--- config.mk ---
export PLATFORM = sky130hd
export DESIGN_NAME = flyby_dma_seq
export DESIGN_NICKNAME = d
export VERILOG_FILES = /design/src/rtl/dma_seq_pkg.sv /design/src/rtl/dma_seq_fsm.sv /design/src/rtl/dma_addr_cnt.sv /design/src/rtl/dma_hi_track.sv /design/src/rtl/flyby_dma_seq.sv
export SDC_FILE = /design/constraint.sdc
export NUM_CORES = 1
export LEC_CHECK = 0
export BUFFER_PORTS_ARGS = -buffer_cell sky130_fd_sc_hd__buf_2
export CAP_MARGIN = 10
export CORE_MARGIN = 5
export CORE_UTILIZATION = 50
export CTS_BUF_LIST = sky130_fd_sc_hd__clkbuf_2 sky130_fd_sc_hd__clkbuf_4 sky130_fd_sc_hd__clkbuf_8
export CTS_CLUSTER_SIZE = 30
export DETAILED_ROUTE_END_ITERATION = 10
export PLACE_DENSITY = 0.84
export SLEW_MARGIN = 30
export SYNTH_ARGS = -nofsm -noshare
export SYNTH_HDL_FRONTEND = slang
export SYNTH_HIERARCHICAL = 1
export SYNTH_SLANG_ARGS = --single-unit
--- constraint.sdc ---
create_clock -name clk_i -period 6.36 [get_ports clk_i]
set_clock_uncertainty 0.15 [all_clocks]
set_input_delay 1.272 -clock clk_i [delete_from_list [all_inputs] [get_ports clk_i]]
set_output_delay 1.272 -clock clk_i [all_outputs]
set_load 0.02 [all_outputs]
--- src/rtl/dma_seq_pkg.sv ---
package dma_seq_pkg;
  typedef enum logic [2:0] {
    ST_IDLE,
    ST_HOLD,
    ST_ADDR,
    ST_XFER,
    ST_DONE
  } dma_state_e;
endpackage

--- src/rtl/dma_seq_fsm.sv ---
module dma_seq_fsm
  import dma_seq_pkg::*;
(
  input  logic       clk_i,
  input  logic       rst_ni,
  input  logic       dreq_i,
  input  logic       hlda_i,
  input  logic       tc_i,
  output dma_state_e state_o
);
  dma_state_e state_q, state_d;

  always_comb begin
    state_d = state_q;
    unique case (state_q)
      ST_IDLE: if (dreq_i && !hlda_i) state_d = ST_HOLD;
      ST_HOLD: if (hlda_i) state_d = ST_ADDR;
      ST_ADDR: state_d = ST_XFER;
      ST_XFER: state_d = (tc_i || !dreq_i) ? ST_DONE : ST_ADDR;
      ST_DONE: state_d = ST_IDLE;
      default: state_d = ST_IDLE;
    endcase
  end

  always_ff @(posedge clk_i or negedge rst_ni) begin
    if (!rst_ni) state_q <= ST_IDLE;
    else         state_q <= state_d;
  end

  assign state_o = state_q;
endmodule

--- src/rtl/dma_addr_cnt.sv ---
module dma_addr_cnt #(
  parameter int unsigned ADDR_W = 16,
  parameter int unsigned CNT_W  = 16
) (
  input  logic              clk_i,
  input  logic              rst_ni,
  input  logic              load_i,
  input  logic              step_i,
  input  logic              down_i,
  input  logic [ADDR_W-1:0] start_addr_i,
  input  logic [CNT_W-1:0]  start_cnt_i,
  output logic [ADDR_W-1:0] addr_o,
  output logic              tc_o
);
  logic [ADDR_W-1:0] addr_q;
  logic [CNT_W-1:0]  cnt_q;

  always_ff @(posedge clk_i or negedge rst_ni) begin
    if (!rst_ni) begin
      addr_q <= '0;
      cnt_q  <= '0;
    end else if (load_i) begin
      addr_q <= start_addr_i;
      cnt_q  <= start_cnt_i;
    end else if (step_i) begin
      addr_q <= down_i ? addr_q - ADDR_W'(1) : addr_q + ADDR_W'(1);
      cnt_q  <= cnt_q - CNT_W'(1);
    end
  end

  assign addr_o = addr_q;
  assign tc_o   = (cnt_q == '0);

  assert_count_step_R9: assert property (@(posedge clk_i) disable iff (!rst_ni)
    step_i |=> cnt_q == CNT_W'($past(cnt_q) - CNT_W'(1)));
  assert_addr_up_R8: assert property (@(posedge clk_i) disable iff (!rst_ni)
    (step_i && !down_i) |=> addr_q == ADDR_W'($past(addr_q) + ADDR_W'(1)));
  assert_addr_down_R8: assert property (@(posedge clk_i) disable iff (!rst_ni)
    (step_i && down_i) |=> addr_q == ADDR_W'($past(addr_q) - ADDR_W'(1)));
endmodule

--- src/rtl/dma_hi_track.sv ---
module dma_hi_track #(
  parameter int unsigned HI_W = 8
) (
  input  logic            clk_i,
  input  logic            rst_ni,
  input  logic            clear_i,
  input  logic            capture_i,
  input  logic [HI_W-1:0] addr_hi_i,
  output logic            need_o
);
  logic [HI_W-1:0] hi_q;
  logic            valid_q;

  assign need_o = !valid_q || (hi_q != addr_hi_i);

  always_ff @(posedge clk_i or negedge rst_ni) begin
    if (!rst_ni) begin
      hi_q    <= '0;
      valid_q <= 1'b0;
    end else if (clear_i) begin
      valid_q <= 1'b0;
    end else if (capture_i && need_o) begin
      hi_q    <= addr_hi_i;
      valid_q <= 1'b1;
    end
  end

  // address is stable from address phase into transfer phase
  assert_hi_latched_R6: assert property (@(posedge clk_i) disable iff (!rst_ni)
    (capture_i && need_o) |=> !need_o);
endmodule

--- src/rtl/flyby_dma_seq.sv ---
module flyby_dma_seq
  import dma_seq_pkg::*;
#(
  parameter int unsigned ADDR_W = 16,
  parameter int unsigned CNT_W  = 16,
  parameter int unsigned LO_W   = 8
) (
  input  logic              clk_i,
  input  logic              rst_ni,
  input  logic              dreq_i,
  input  logic              hlda_i,
  input  logic              dir_mem2io_i,
  input  logic              addr_down_i,
  input  logic [ADDR_W-1:0] start_addr_i,
  input  logic [CNT_W-1:0]  start_cnt_i,
  output logic              hrq_o,
  output logic              aen_o,
  output logic              dack_o,
  output logic              adstb_o,
  output logic              db_oe_o,
  output logic [ADDR_W-LO_W-1:0] db_o,
  output logic [LO_W-1:0]   addr_lo_o,
  output logic              ior_n_o,
  output logic              iow_n_o,
  output logic              memr_n_o,
  output logic              memw_n_o,
  output logic              eop_o
);
  localparam int unsigned HI_W = ADDR_W - LO_W;

  dma_state_e        state;
  logic              tc, need_hi, load, step, armed_q;
  logic [ADDR_W-1:0] addr;
  logic              in_addr, in_xfer;

  dma_seq_fsm u_fsm (
    .clk_i  (clk_i),
    .rst_ni (rst_ni),
    .dreq_i (dreq_i),
    .hlda_i (hlda_i),
    .tc_i   (tc),
    .state_o(state)
  );

  assign in_addr = (state == ST_ADDR);
  assign in_xfer = (state == ST_XFER);
  assign load    = (state == ST_IDLE) && dreq_i && !hlda_i && armed_q;
  assign step    = in_xfer;

  dma_addr_cnt #(.ADDR_W(ADDR_W), .CNT_W(CNT_W)) u_cnt (
    .clk_i       (clk_i),
    .rst_ni      (rst_ni),
    .load_i      (load),
    .step_i      (step),
    .down_i      (addr_down_i),
    .start_addr_i(start_addr_i),
    .start_cnt_i (start_cnt_i),
    .addr_o      (addr),
    .tc_o        (tc)
  );

  dma_hi_track #(.HI_W(HI_W)) u_hi (
    .clk_i    (clk_i),
    .rst_ni   (rst_ni),
    .clear_i  (state == ST_HOLD),
    .capture_i(in_addr),
    .addr_hi_i(addr[ADDR_W-1:LO_W]),
    .need_o   (need_hi)
  );

  // reload start values only for a fresh run
  always_ff @(posedge clk_i or negedge rst_ni) begin
    if (!rst_ni)         armed_q <= 1'b1;
    else if (load)       armed_q <= 1'b0;
    else if (step && tc) armed_q <= 1'b1;
  end

  assign hrq_o     = (state == ST_HOLD) || in_addr || in_xfer;
  assign aen_o     = in_addr || in_xfer;
  assign dack_o    = in_xfer;
  assign adstb_o   = in_addr && need_hi;
  assign db_oe_o   = adstb_o;
  assign db_o      = db_oe_o ? addr[ADDR_W-1:LO_W] : '0;
  assign addr_lo_o = aen_o ? addr[LO_W-1:0] : '0;
  assign ior_n_o   = !(in_xfer && !dir_mem2io_i);
  assign memw_n_o  = !(in_xfer && !dir_mem2io_i);
  assign memr_n_o  = !(in_xfer && dir_mem2io_i);
  assign iow_n_o   = !(in_xfer && dir_mem2io_i);
  assign eop_o     = in_xfer && tc;

  assert_hrq_follows_dreq_R2: assert property (@(posedge clk_i) disable iff (!rst_ni)
    $rose(hrq_o) |-> $past(dreq_i));
  assert_bus_after_grant_R2: assert property (@(posedge clk_i) disable iff (!rst_ni)
    $rose(aen_o) |-> $past(hlda_i));
  assert_io2mem_pair_R4: assert property (@(posedge clk_i) disable iff (!rst_ni)
    !ior_n_o |-> (!memw_n_o && memr_n_o && iow_n_o));
  assert_mem2io_pair_R5: assert property (@(posedge clk_i) disable iff (!rst_ni)
    !memr_n_o |-> (!iow_n_o && ior_n_o && memw_n_o));
  assert_strobe_owns_bus_R3: assert property (@(posedge clk_i) disable iff (!rst_ni)
    (!ior_n_o || !memr_n_o) |-> (aen_o && dack_o));
  assert_release_after_eop_R9: assert property (@(posedge clk_i) disable iff (!rst_ni)
    eop_o |=> (!hrq_o && !aen_o));
  assert_adstb_drives_db_R6: assert property (@(posedge clk_i) disable iff (!rst_ni)
    adstb_o |-> (db_oe_o && aen_o && !dack_o));
  assert_dack_after_addr_R12: assert property (@(posedge clk_i) disable iff (!rst_ni)
    dack_o |-> ($past(aen_o) && !$past(dack_o)));
endmodule

==> results.py <==
metrics = {
    "clocking": {
        "clock_sinks": 45,
        "tritoncts_clock_tree": "done",
        "cts-resized-gates": 0,
        "h-tree-depth": 2,
        "clock_insertion_delay_at_the_later_pin_of_the_skew_report_ns": 0.30,
        "clk_transition_reported_paths_ns": 0.09,
        "cts_inserted_buffers": 5,
        "post_cts_hold_buffer_count": 0,
        "cts.path.max_buffers": 2,
        "post-cts-setup-buffer-count": 0,
        "clk_root_buffer_cell": "sky130_fd_sc_hd__clkbuf_8",
    },
    "cells_and_area": {
        "layout_common_cells": "62 x sky130_fd_sc_hd__buf_2, 44 x sky130_fd_sc_hd__dfrtp_1, 40 x sky130_fd_sc_hd__o21ai_0",
        "nets": 458,
        "final_core_util_pct": 57.7,
        "antenna_cells_inserted": 0,
        "syn_to_final_growth_pct": 14.4,
        "fillerInstances": 546,
        "most_common_library_cell_in_the_layout_ignoring_fill_and_taps": "sky130_fd_sc_hd__buf_2",
        "postLayoutCellArea_um2": 3600,
        "drive_above_1_share_pct": 24.0,
    },
    "placed_design": {
        "dp_hpwl_um": 5110,
        "count_of_port_buffers_added_during_placement": 63,
        "finalWeightedCongestion": 0.862,
        "dpl_cell_area_um2": 3500,
        "placement.setup.worst_slack_ns": 2.16,
    },
    "floorplan": {
        "die_h_um": 89.4,
        "placeableCoreArea_um2": 6240,
        "core.rowCount": 29,
        "floorplan.initialDensity_pct": 50.5,
        "io-pin-count": 64,
        "die_w_um": 89.4,
        "dieArea_um2": 7990,
    },
    "synthesis": {
        "async_flop_share_pct": 100,
        "ys_seq_area_share_pct": 35.8,
        "ys_dominant_reg_cell": "sky130_fd_sc_hd__dfrtp_1",
        "avgSynthCellArea_um2": 9.05,
        "yosys_register_bits": 45,
        "netlist_area_before_placement_um2": 3150,
        "synth.distinct_cells": 59,
        "yosysWarningCount": 6,
        "synth_cells": 348,
        "synth-edff-count": 0,
        "synth.net_count": 403,
    },
    "critical_path": {
        "critical_path_class": "flip-flop to primary output",
        "worst_setup_path_start_kind": "flip-flop",
        "critical_path.n_buffers_inverters": 1,
        "crit_path_cell_trace": "or3_4 > or4_4 > or4b_4 > nor4b_1 > and4b_1 > buf_2",
        "worst_ep_required_time_ns": 4.94,
        "worst-path-max-fanout": 4,
        "highest_delay_cell_along_the_critical_path": "sky130_fd_sc_hd__nor4b_1",
        "max_stage_delay_ns": 0.56,
        "timing.critical_path.max_delay_family": "simple AND/OR/NAND/NOR gates",
        "arrival_ns": 3.08,
        "setup.worst_path.end_class": "primary output",
    },
    "pwr": {
        "power_frac_comb_pct": 56.4,
        "pwr-share-seq_pct": 31.9,
        "power.switching_fraction_pct": 44.7,
        "power.clock.fraction_pct": 11.6,
        "report.power.total_mw": 1.55,
        "p_leak_nw": 1.46,
        "power-per-cell-area_nw_per_um2": 431,
        "p_sw_uw": 695,
        "peakVddDrop_mv": 0.236,
        "power_report.internal_total_uw": 859,
    },
    "sta": {
        "drv_slew": 0,
        "max_clock_freq_mhz": 222,
        "setup_repair_after_global_routing_missed_its_margin": "no",
        "post-route-min-period_ns": 4.50,
        "timing.final.setup_violations": 0,
        "final.period_utilization_pct": 70.8,
        "postLayoutSetupSlackWorst_ns": 1.86,
        "worst_slew_margin_rel_pct": 47.9,
        "totalNegativeSetupSlack_ns": 0,
        "worstMarginPinSlew_ns": 0.780,
        "finalHoldViolations": 0,
    },
    "global_route": {
        "global_route.usage.total_pct": 18.5,
        "grt_max_degree": 64,
        "antenna_found_initial": 0,
        "grt-ovfl-total": 0,
        "grt_pass1_vias": 2566,
        "grt_first_pass_wirelength_um": 11800,
    },
    "detailed_routing": {
        "vias": 2691,
        "routed_length_per_instance_um": 14.5,
        "initial_drc_count": 136,
        "drt-total-wl_um": 6960,
        "antenna_left": 0,
        "vias_per_cell": 5.59,
        "remaining_drc_errors": 0,
        "drt_pass1_iterations": 4,
    },
    "worst_hold_path": {
        "class_of_the_most_critical_hold_timing_path": "flip-flop to flip-flop",
    },
    "outcome": {
        "status": "finished clean",
    },
    "run": {
        "timing.max_cap.violations": 0,
    },
}
==> area by class of cell <==
class                           instances  area, um2  share of cell area (%)
Clock buffer                            6       76.3                    2.12
Sequential cell                        45       1130                    31.3
Multi-Input combinational cell        281       1940                    53.9
Inverter                                6       22.5                   0.625
Tap cell                               77       96.3                    2.67
Clock inverter                          2       15.0                   0.417
Timing Repair Buffer                   64        325                    9.03
==> routing by layer <==
layer	wire length, um	share of wire, %	vias to the layer above	track usage, %
met5	0	0	-	0
met4	89	1.3	0	4.74
met3	374	5.4	7	3.41
met2	3290	47	57	31.2
met1	3210	46	1268	24.6
li1	-	-	1359	-
==> path summary, 6_finish.rpt <==
path	depth (start not counted)	start	slack [ns]	endpoint
max	6	u_cnt/cnt_q[6]$_DFFE_PN0P_	1.86	eop_o
min	2	u_hi/valid_q$_DFFE_PN0P_	0.36	u_hi/valid_q$_DFFE_PN0P_
max reg2reg	6	u_fsm/state_o[1]$_DFFE_PN0P_	3.37	u_cnt/cnt_q[11]$_DFFE_PN0P_
min reg2reg	2	u_hi/valid_q$_DFFE_PN0P_	0.36	u_hi/valid_q$_DFFE_PN0P_
max in group asynchronous	1	rst_ni	4.85	u_cnt/cnt_q[0]$_DFFE_PN0P_
min in group asynchronous	1	rst_ni	0.82	u_hi/hi_q[5]$_DFFE_PN0P_
==> power by group through the flow <==
stage / logic [mW] / registers, mW / clock network (mW)
2_1_floorplan: 0.698 / 0.469 / 0
6_report: 0.878 / 0.496 / 0.181
3_3_place_gp: 0.841 / 0.495 / 0
4_1_cts: 0.876 / 0.498 / 0.185
5_1_grt: 0.983 / 0.518 / 0.196
3_5_place_dp: 0.871 / 0.503 / 0
==> per-stage QoR <==
step                      hold WS (ns)  instances
after floorplan                  0.316        348
after global placement           0.332        473
after detailed placement         0.341        473
after CTS                        0.363        481
after global routing             0.413        481
final                            0.361        481
==> state kept, by name, summed over array words and instances (netlist names) <==
name / cells
u_fsm/state_o: 3
u_hi/valid_q: 1
armed_q: 1
u_cnt/addr_o: 16
u_cnt/cnt_q: 16
u_hi/hi_q: 8
==> synth_stat cells (7+ instances only) <==
master                     count  area [um2]
sky130_fd_sc_hd__dfrtp_1      44        1100
sky130_fd_sc_hd__nand2_1      35         131
sky130_fd_sc_hd__a21oi_1      16        80.1
sky130_fd_sc_hd__xnor2_1      24         210
sky130_fd_sc_hd__xor2_1        7        61.3
sky130_fd_sc_hd__nor2_1       23        86.3
sky130_fd_sc_hd__o21ai_0      40         200
sky130_fd_sc_hd__clkbuf_1     10        37.5
sky130_fd_sc_hd__and2_1       18         113
sky130_fd_sc_hd__mux2_2        7        78.8
sky130_fd_sc_hd__ha_1         16         200
==> tightest hold or removal path, stage by stage, from the launching register on <==
cell	delay, ns
sky130_fd_sc_hd__dfrtp_1	0.36
sky130_fd_sc_hd__nor2_1	0.05
sky130_fd_sc_hd__nor2_1	0.07
==> cell families after synthesis <==
kind of cell,synth area share (%)
simple gates,22.8
fa+ha+maj,6.99
buf+inv,3.10
compound gates,17.4
xor+xnor,8.62
mux,5.36
flops,35.8
Note: power is estimated with default switching activity, not from simulation.
